==> src/rtl/wkp_pkg.sv <==
package wkp_pkg;

    localparam int unsigned SRC_COUNT      = 4;
    localparam int unsigned LINES_PER_SREG = 16;
    localparam int unsigned SEL_W          = 2;

    // Register select on the write port
    typedef enum logic [1:0] {
        REG_MASK    = 2'd0,
        REG_SEL_LO  = 2'd1,
        REG_SEL_HI  = 2'd2,
        REG_CLR_CFG = 2'd3
    } wkp_reg_e;

    // External clear-source code, the index into clr_src_i
    typedef enum logic [SEL_W-1:0] {
        SRC_DMA_A = 2'd0,
        SRC_DMA_B = 2'd1,
        SRC_TMR_A = 2'd2,
        SRC_TMR_B = 2'd3
    } wkp_src_e;

    // How a pending request is released
    typedef enum logic [1:0] {
        CLR_AUTO_DELAY,
        CLR_RELEASE,
        CLR_EXTERNAL
    } wkp_clr_mode_e;

    typedef struct packed {
        logic     ext_clr;   // pend-mask bit
        wkp_src_e src;       // selected clear source
    } wkp_line_cfg_t;

    function automatic wkp_clr_mode_e clr_mode(input wkp_line_cfg_t cfg, input logic direct);
        if (cfg.ext_clr) return CLR_EXTERNAL;
        if (direct)      return CLR_RELEASE;
        return CLR_AUTO_DELAY;
    endfunction

    function automatic logic src_pulse(input logic [SRC_COUNT-1:0] pulses, input wkp_src_e s);
        return pulses[s];
    endfunction

endpackage

==> src/rtl/wkp_cfg_regs.sv <==
module wkp_cfg_regs
    import wkp_pkg::*;
#(
    parameter int unsigned N_LINES = 32,
    parameter int unsigned DATA_W  = 32
) (
    input  logic                             clk_i,
    input  logic                             rst_i,
    input  logic                             wr_en_i,
    input  logic [1:0]                       wr_addr_i,
    input  logic [DATA_W-1:0]                wr_data_i,
    output wkp_line_cfg_t [N_LINES-1:0]      cfg_o
);

    wkp_reg_e addr;
    assign addr = wkp_reg_e'(wr_addr_i);

    for (genvar n = 0; n < N_LINES; n++) begin : g_line
        localparam int unsigned FLD = (n % LINES_PER_SREG) * SEL_W;
        localparam wkp_reg_e    SEL_REG = (n >= LINES_PER_SREG) ? REG_SEL_HI : REG_SEL_LO;

        wkp_line_cfg_t cfg_q;

        always_ff @(posedge clk_i) begin
            if (rst_i) begin
                cfg_q <= '0;
            end else if (wr_en_i) begin
                if (addr == REG_MASK) begin
                    cfg_q.ext_clr <= wr_data_i[n];
                end else if (addr == REG_CLR_CFG) begin
                    if (wr_data_i[n]) cfg_q <= '0;
                end else if (addr == SEL_REG) begin
                    cfg_q.src <= wkp_src_e'(wr_data_i[FLD +: SEL_W]);
                end
            end
        end

        assign cfg_o[n] = cfg_q;
    end

endmodule

==> src/rtl/wkp_line.sv <==
module wkp_line
    import wkp_pkg::*;
#(
    parameter int unsigned AUTO_DELAY = 4
) (
    input  logic                 clk_i,
    input  logic                 rst_i,
    input  logic                 trig_i,
    input  logic                 direct_i,
    input  wkp_line_cfg_t        cfg_i,
    input  logic [SRC_COUNT-1:0] clr_src_i,
    output logic                 req_o
);

    localparam int unsigned     CW   = (AUTO_DELAY > 1) ? $clog2(AUTO_DELAY) : 1;
    localparam logic [CW-1:0]   LOAD = CW'(AUTO_DELAY - 1);

    wkp_clr_mode_e mode;
    logic          ext_hit;
    logic          req_q;
    logic [CW-1:0] cnt_q;

    assign mode    = clr_mode(cfg_i, direct_i);
    assign ext_hit = src_pulse(clr_src_i, cfg_i.src);

    always_ff @(posedge clk_i) begin
        if (rst_i) begin
            req_q <= 1'b0;
            cnt_q <= '0;
        end else if (trig_i) begin
            // a trigger always wins over any clear condition
            req_q <= 1'b1;
            cnt_q <= LOAD;
        end else if (req_q) begin
            unique case (mode)
                CLR_AUTO_DELAY: begin
                    if (cnt_q == '0) req_q <= 1'b0;
                    else             cnt_q <= cnt_q - 1'b1;
                end
                CLR_RELEASE:  req_q <= 1'b0;
                CLR_EXTERNAL: if (ext_hit) req_q <= 1'b0;
                default:      req_q <= req_q;
            endcase
        end
    end

    assign req_o = req_q;

endmodule

==> src/rtl/wkp_pend_top.sv <==
module wkp_pend_top
    import wkp_pkg::*;
#(
    parameter int unsigned N_LINES    = 32,
    parameter int unsigned AUTO_DELAY = 4,
    parameter int unsigned DATA_W     = 32
) (
    input  logic                 clk_i,
    input  logic                 rst_i,
    input  logic [N_LINES-1:0]   trig_i,
    input  logic [N_LINES-1:0]   line_direct_i,
    input  logic [3:0]           clr_src_i,
    input  logic                 wr_en_i,
    input  logic [1:0]           wr_addr_i,
    input  logic [DATA_W-1:0]    wr_data_i,
    output logic [N_LINES-1:0]   wake_o
);

    wkp_line_cfg_t [N_LINES-1:0] cfg;

    wkp_cfg_regs #(
        .N_LINES (N_LINES),
        .DATA_W  (DATA_W)
    ) u_cfg (
        .clk_i     (clk_i),
        .rst_i     (rst_i),
        .wr_en_i   (wr_en_i),
        .wr_addr_i (wr_addr_i),
        .wr_data_i (wr_data_i),
        .cfg_o     (cfg)
    );

    for (genvar n = 0; n < N_LINES; n++) begin : g_ln
        wkp_line #(
            .AUTO_DELAY (AUTO_DELAY)
        ) u_line (
            .clk_i     (clk_i),
            .rst_i     (rst_i),
            .trig_i    (trig_i[n]),
            .direct_i  (line_direct_i[n]),
            .cfg_i     (cfg[n]),
            .clr_src_i (clr_src_i),
            .req_o     (wake_o[n])
        );
    end

endmodule

==> config.mk <==
export PLATFORM = sky130hd
export DESIGN_NAME = wkp_pend_top
export DESIGN_NICKNAME = d
export VERILOG_FILES = /design/src/rtl/wkp_pkg.sv /design/src/rtl/wkp_cfg_regs.sv /design/src/rtl/wkp_line.sv /design/src/rtl/wkp_pend_top.sv
export SDC_FILE = /design/constraint.sdc
export NUM_CORES = 1
export LEC_CHECK = 0
export BUFFER_PORTS_ARGS = -buffer_cell sky130_fd_sc_hd__buf_4
export CELL_PAD_IN_SITES_DETAIL_PLACEMENT = 0
export CELL_PAD_IN_SITES_GLOBAL_PLACEMENT = 1
export CORE_MARGIN = 2
export CORE_UTILIZATION = 40
export DETAILED_ROUTE_END_ITERATION = 7
export PLACE_DENSITY = 0.77
export SETUP_SLACK_MARGIN = 0.1
export SLEW_MARGIN = 20
export SYNTH_ARGS = -nofsm -noshare
export SYNTH_HDL_FRONTEND = slang
export SYNTH_SLANG_ARGS = --single-unit
==> constraint.sdc <==
create_clock -name clk_i -period 4.5 [get_ports clk_i]
set_input_delay 0 -clock clk_i [delete_from_list [all_inputs] [get_ports clk_i]]
set_output_delay 0 -clock clk_i [all_outputs]
set_load 0.03 [all_outputs]
* Word level (Yosys, flattened, before mapping)
Index checks and enable logic that the tools add are counted.
** Operators by class
- Multiplexer cells :: 736
- Add/sub/neg operators :: 32
- Order comparisons :: 32
- Reductions and logical operators :: 260
- Equal/unequal tests :: 131
- Bitwise logic cells :: 1
** Operators by type and width (number)
- 2-bit two-way mux :: 320
- 1-bit two-way mux :: 320
- 2-bit nonzero test :: 99
- 3-bit AND reduction :: 64
- 2-bit zero test :: 65
- 2-bit inequality test (second input constant) :: 64
- 4-bit AND reduction :: 32
- 2-bit by 3-bit less-than comparator with 1-bit output (second input constant) :: 32
- 3-bit two-way mux :: 32
- 1-bit one-hot mux with 3 select lines :: 32
- 2-bit equality test (second input constant) :: 34
- 2-bit by 1-bit equality test with 1-bit output (second input constant) :: 33
- 1-bit binary-select mux with 2-bit select :: 32
- 2-bit by 1-bit subtractor with 2-bit output (second input constant) :: 32
- 1-bit NOT :: 1
** Storage, ports and cells
- Output and inout bits :: 32
- Bits in registers :: 192
- Word-level logic and storage cells :: 1320
- Bits of input ports :: 105

* Depth between registers and ports, before layout
- Word-level depth :: 8
- Gate-level depth with buffers :: 9

* Modules after synthesis
From an unflattened synthesis, not the netlist that was laid out.
** Second synthesis, totals
- Cells, all modules :: 1053
- Area total of the unflattened synthesis :: 10034.6 µm²
** Modules (own cells, without submodules)
- wkp_line :: cells each 17, area each 180.2 µm², times used 32, sequential area each 60.1 µm²
- wkp_cfg_regs :: cells each 509, area each 4269.1 µm², times used 1, sequential area each 1921.8 µm²

* Worst setup path before layout
No wires, ideal clock.
- Path type :: register to register
- Start :: register g_ln[0].u_line.cnt_q[0]
- End :: register g_ln[0].u_line.cnt_q[1]
- Setup slack :: 3.020 ns
- Cell stages (with the launch flop) :: 6
- Path buffers :: 0
- Arrival time :: 1.390 ns
- Cell sequence :: dfxtp_1 inv_1 ha_1 nor4b_1 nor3_1 a311oi_1
** Between the ends
- Word-level cells in the longest chain between the ends :: 5
- Elaborated cells on any way between the ends :: 8
** Ends and longest elaborated chain
- start, declared :: RTL line wkp_line.sv:21 : logic [CW-1:0] cnt_q;
- start signal, assigned :: RTL line wkp_line.sv:38 : else cnt_q <= cnt_q - 1'b1;
- 2-bit by 1-bit subtractor with 2-bit output :: RTL line wkp_line.sv:38
- 2-bit two-way mux :: RTL line wkp_line.sv:37 : if (cnt_q == '0) req_q <= 1'b0;
- 2-bit two-way mux :: RTL line wkp_line.sv:35 : unique case (mode)
- 2-bit two-way mux :: RTL line wkp_line.sv:34 : end else if (req_q) begin
- 2-bit two-way mux :: RTL line wkp_line.sv:30 : end else if (trig_i) begin
Several ways; a longest one is shown, not always the timed one. The select of a mux whose other input is x is not followed.
A chain may end at the register's enable or synchronous reset.

* Worst setup path after layout
- Start :: register g_ln[30].u_line.cnt_q[0]
- End :: register g_ln[30].u_line.cnt_q[0]
** Between the ends
- Word-level cells in the longest chain between the ends :: 5
- Elaborated cells on any way between the ends :: 8
** Ends and longest elaborated chain (RTL line)
- start, declared :: wkp_line.sv:21
- start signal, assigned :: wkp_line.sv:38
- 2-bit by 1-bit subtractor with 2-bit output :: wkp_line.sv:38
- 2-bit two-way mux :: wkp_line.sv:37
- 2-bit two-way mux :: wkp_line.sv:35
- 2-bit two-way mux :: wkp_line.sv:34
- 2-bit two-way mux :: wkp_line.sv:30
Several ways; a longest one is shown, not always the timed one. The select of a mux whose other input is x is not followed.

==> impl_metrics.py <==
metrics = {
    "power_and_ir_drop": {
        "power.static_leakage_nw": 4.79,
        "share_clk_of_total_power": 0.361,
        "share_comb_of_total_power": 0.174,
        "power_switching_w": 0.00106,
        "worst_ir_drop_vdd_mv": 0.220,
        "intPower_w": 0.00294,
        "pwr-share-seq": 0.464,
        "power_density_nw_per_um2": 319,
        "power_switching_share": 0.266,
    },
    "sta": {
        "finClkSkew_ps": 6.69,
        "rsz0062_at_grt": "no",
        "hold_ws_ps": -27.3,
        "slew_headroom": 0.480,
        "worst_slew_pin_slew_ps": 770,
        "finalSetupViolCount": 0,
        "slew_violations": 0,
        "final.setup.tns_ps": 0,
        "timing.final.crit_period_ps": 2220,
        "layout_setup_ws_ps": 2280,
        "report.final.hold_viol_count": 3,
        "layout_worst_path_cycle_share": 0.493,
        "fmax_ghz": 0.451,
    },
    "yosys": {
        "sequential_cell_area_fraction_in_the_yosys_report": 0.393,
        "synth_enable_flop_cells": 0,
        "ys_seq_elements": 192,
        "netlist_instances": 1096,
        "syn_area_per_cell_um2": 8.93,
        "synth_area_um2": 9790,
        "synth.yosys.warnings": 0,
        "synth.lib_cells_used.distinct": 29,
        "ys_async_sr_fraction": 0,
        "synth-main-ff-cell": "sky130_fd_sc_hd__dfxtp_1",
        "net_count_after_synthesis": 1237,
    },
    "setup_path": {
        "crit_path_end_kind": "flip-flop",
        "start_kind": "flip-flop",
        "worstPathRequired_ps": 4820,
        "max_stage_delay_ps": 680,
        "r2r_cells": 6,
        "cell_chain_of_the_critical_path": "inv_1, ha_1, nor4b_1, xnor2_1, a21oi_1, dlygate4sd3_1",
        "startpoint": "g_ln[30].u_line.cnt_q[0]",
        "arrival_ps": 2540,
        "crit_slowest_cell": "sky130_fd_sc_hd__nor4b_1",
        "worstSetupPathType": "reg -> reg",
        "r2r_start": "g_ln[30].u_line.cnt_q[0]",
        "reg2reg_setup_slack_ps": 2280,
        "critical_path.max_fanout": 4,
        "timing.rr.end": "g_ln[30].u_line.cnt_q[0]",
    },
    "die": {
        "coreArea_um2": 24200,
        "initial_core_utilization": 0.405,
        "die_x_um": 160,
        "top_level_ports": 137,
        "chipHeight_um": 160,
        "rows": 57,
        "dieArea_um2": 25700,
    },
    "cts": {
        "cts-htree-levels": 4,
        "cts-buffers-inserted": 17,
        "clock_sinks": 192,
        "ctsLongestPathBuffers": 2,
        "post_cts_resized": 0,
        "cts_tree": "built",
        "worstSkewPairLatency_ps": 430,
        "cts_post_setup_buffers_inserted": 0,
        "clk_pin_slew_ps": 70,
        "root_buffer": "sky130_fd_sc_hd__clkbuf_16",
    },
    "layout": {
        "final_cell_mix": "sky130_fd_sc_hd__dfxtp_1, sky130_fd_sc_hd__inv_1, sky130_fd_sc_hd__buf_4, sky130_fd_sc_hd__dlygate4sd3_1, sky130_fd_sc_hd__a21oi_1",
        "multi_input_area_um2": 4730,
        "nFillCells": 2253,
        "layout-drive-gt1-share": 0.158,
        "layout_commonest_cell": "sky130_fd_sc_hd__dfxtp_1",
        "final_cell_area_um2": 12600,
        "nNetsFinal": 1434,
        "layout-area-overhead-vs-synth_pct": 28.3,
        "final-seq-area_um2": 3840,
    },
    "global_route": {
        "grt_pass1_wl_mm": 40.6,
        "first_global_vias": 7949,
        "globalRouteOverflowTotal": 0,
        "groute.usage.overall": 0.195,
        "antenna_found_initial": 2,
        "grt_max_degree": 151,
    },
    "hold_path": {
        "path_type_of_the_worst_min_delay_path": "in -> reg",
        "hold-path-endpoint": "g_ln[28].u_line.req_o",
        "worst_hold_path.num_cells": 2,
        "worst_hold_startpoint": "rst_i",
    },
    "detailed_routing": {
        "first_pass_iteration_count_of_the_detailed_router": 5,
        "drtIter0Drc": 545,
        "routed_wire_length_per_instance_um": 15.3,
        "drc": 0,
        "viasPerCell": 5.07,
        "drt_wl_total_mm": 25.0,
        "ant_nets": 0,
        "overall_via_count_from_detail_route": 8277,
    },
    "outcome": {
        "status": "finished, violations left",
        "violated_checks": "negative hold slack",
    },
    "place": {
        "detailed_place.area_um2": 10700,
        "place.detailed.hpwl_mm": 16.2,
        "port_buffers": 136,
        "preCtsSetupSlack_ps": 2510,
        "finalWeightedCongestion": 0.751,
    },
    "run": {
        "timing.max_cap.violations": 0,
    },
}
==> worst max-delay path, delay by kind of cell (launching register included) <==
kind | cells | cell delay, ps
simple gates | 1 | 680
buf+inv | 2 | 610
flops | 1 | 340
xor+xnor | 1 | 200
fa+ha+maj | 1 | 190
compound gates | 1 | 80
==> sequential cells by signal, indices dropped and copies added (netlist names) <==
name               flops
g_ln.u_line.cnt_q     64
u_cfg.cfg_o           96
g_ln.u_line.req_o     32
==> metrics by stage <==
| stage | std cells | utilization | power, W |
|---|---|---|---|
| after global routing | 1630 | 0.519 | 0.00420 |
| after global placement | 1469 | 0.442 | 0.00248 |
| after detailed placement | 1469 | 0.442 | 0.00249 |
| after floorplan | 1096 | - | 0.00230 |
| after CTS | 1629 | 0.518 | 0.00405 |
| final | 1631 | 0.519 | 0.00400 |
==> worst max-delay path by stage <==
stage / to / depth (start not counted)
final: g_ln[30].u_line.cnt_q[0] / 6
after global routing: g_ln[2].u_line.cnt_q[0] / 6
after CTS: g_ln[9].u_line.cnt_q[0] / 6
after detailed placement: u_cfg.cfg_o[79] / 6
after global placement: u_cfg.cfg_o[91] / 6
after floorplan: g_ln[0].u_line.cnt_q[1] / 5
==> cells by family (layout without fill, tap and decap cells) <==
| kind of cell | Yosys count | in the layout | synth area share |
|---|---|---|---|
| other | 0 | 1 | 0 |
| adder cells (fa/ha/maj) | 36 | 36 | 0.0460 |
| flip-flops | 192 | 192 | 0.393 |
| multiplexers | 32 | 32 | 0.0798 |
| AO/OA/AOI/OAI | 224 | 224 | 0.154 |
| AND/OR/NAND/NOR | 321 | 321 | 0.175 |
| XOR/XNOR | 32 | 32 | 0.0286 |
| buffers and inverters | 259 | 469 | 0.124 |
==> power by group through the flow <==
stage	sequential, W	combinational, W	clock, W
after floorplan	0.00188	0.000418	0
after global placement	0.00189	0.000589	0
after detailed placement	0.00190	0.000597	0
after CTS	0.00186	0.000695	0.00149
after global routing	0.00187	0.000774	0.00156
final	0.00186	0.000698	0.00145
==> routing by layer <==
| metal | vias up | track usage | routed length [um] |
|---|---|---|---|
| met2 | 179 | 0.325 | 11900 |
| met4 | 0 | 0.0471 | 240 |
| li1 | 4175 | - | - |
| met1 | 3904 | 0.262 | 11800 |
| met3 | 19 | 0.0382 | 1070 |
| met5 | - | 0 | 0 |
==> cells in the mapped netlist (33+ instances only) <==
master | count | share of area
sky130_fd_sc_hd__inv_1 | 162 | 0.062
sky130_fd_sc_hd__o32ai_1 | 62 | 0.055
sky130_fd_sc_hd__nand2_1 | 58 | 0.022
sky130_fd_sc_hd__nor3_1 | 64 | 0.033
sky130_fd_sc_hd__a21oi_1 | 90 | 0.046
sky130_fd_sc_hd__nand2b_1 | 33 | 0.021
sky130_fd_sc_hd__ha_1 | 36 | 0.046
sky130_fd_sc_hd__clkbuf_1 | 47 | 0.018
sky130_fd_sc_hd__nor2_1 | 66 | 0.025
sky130_fd_sc_hd__dfxtp_1 | 192 | 0.39
==> area by class of cell <==
type | count | area share
clock inverters | 10 | 0.00698
multi-input cells | 645 | 0.377
clock buffers | 22 | 0.0370
repair buffers | 275 | 0.192
flip-flops and latches | 192 | 0.306
diodes | 1 | 0.000199
well taps | 324 | 0.0323
inverters | 162 | 0.0484
==> timing repair <==
item	in CTS	in global routing
hold buffers	128	0
setup endpoints to repair	0	0
hold endpoints to repair	191	0
Note: power is estimated with default switching activity, not from simulation.
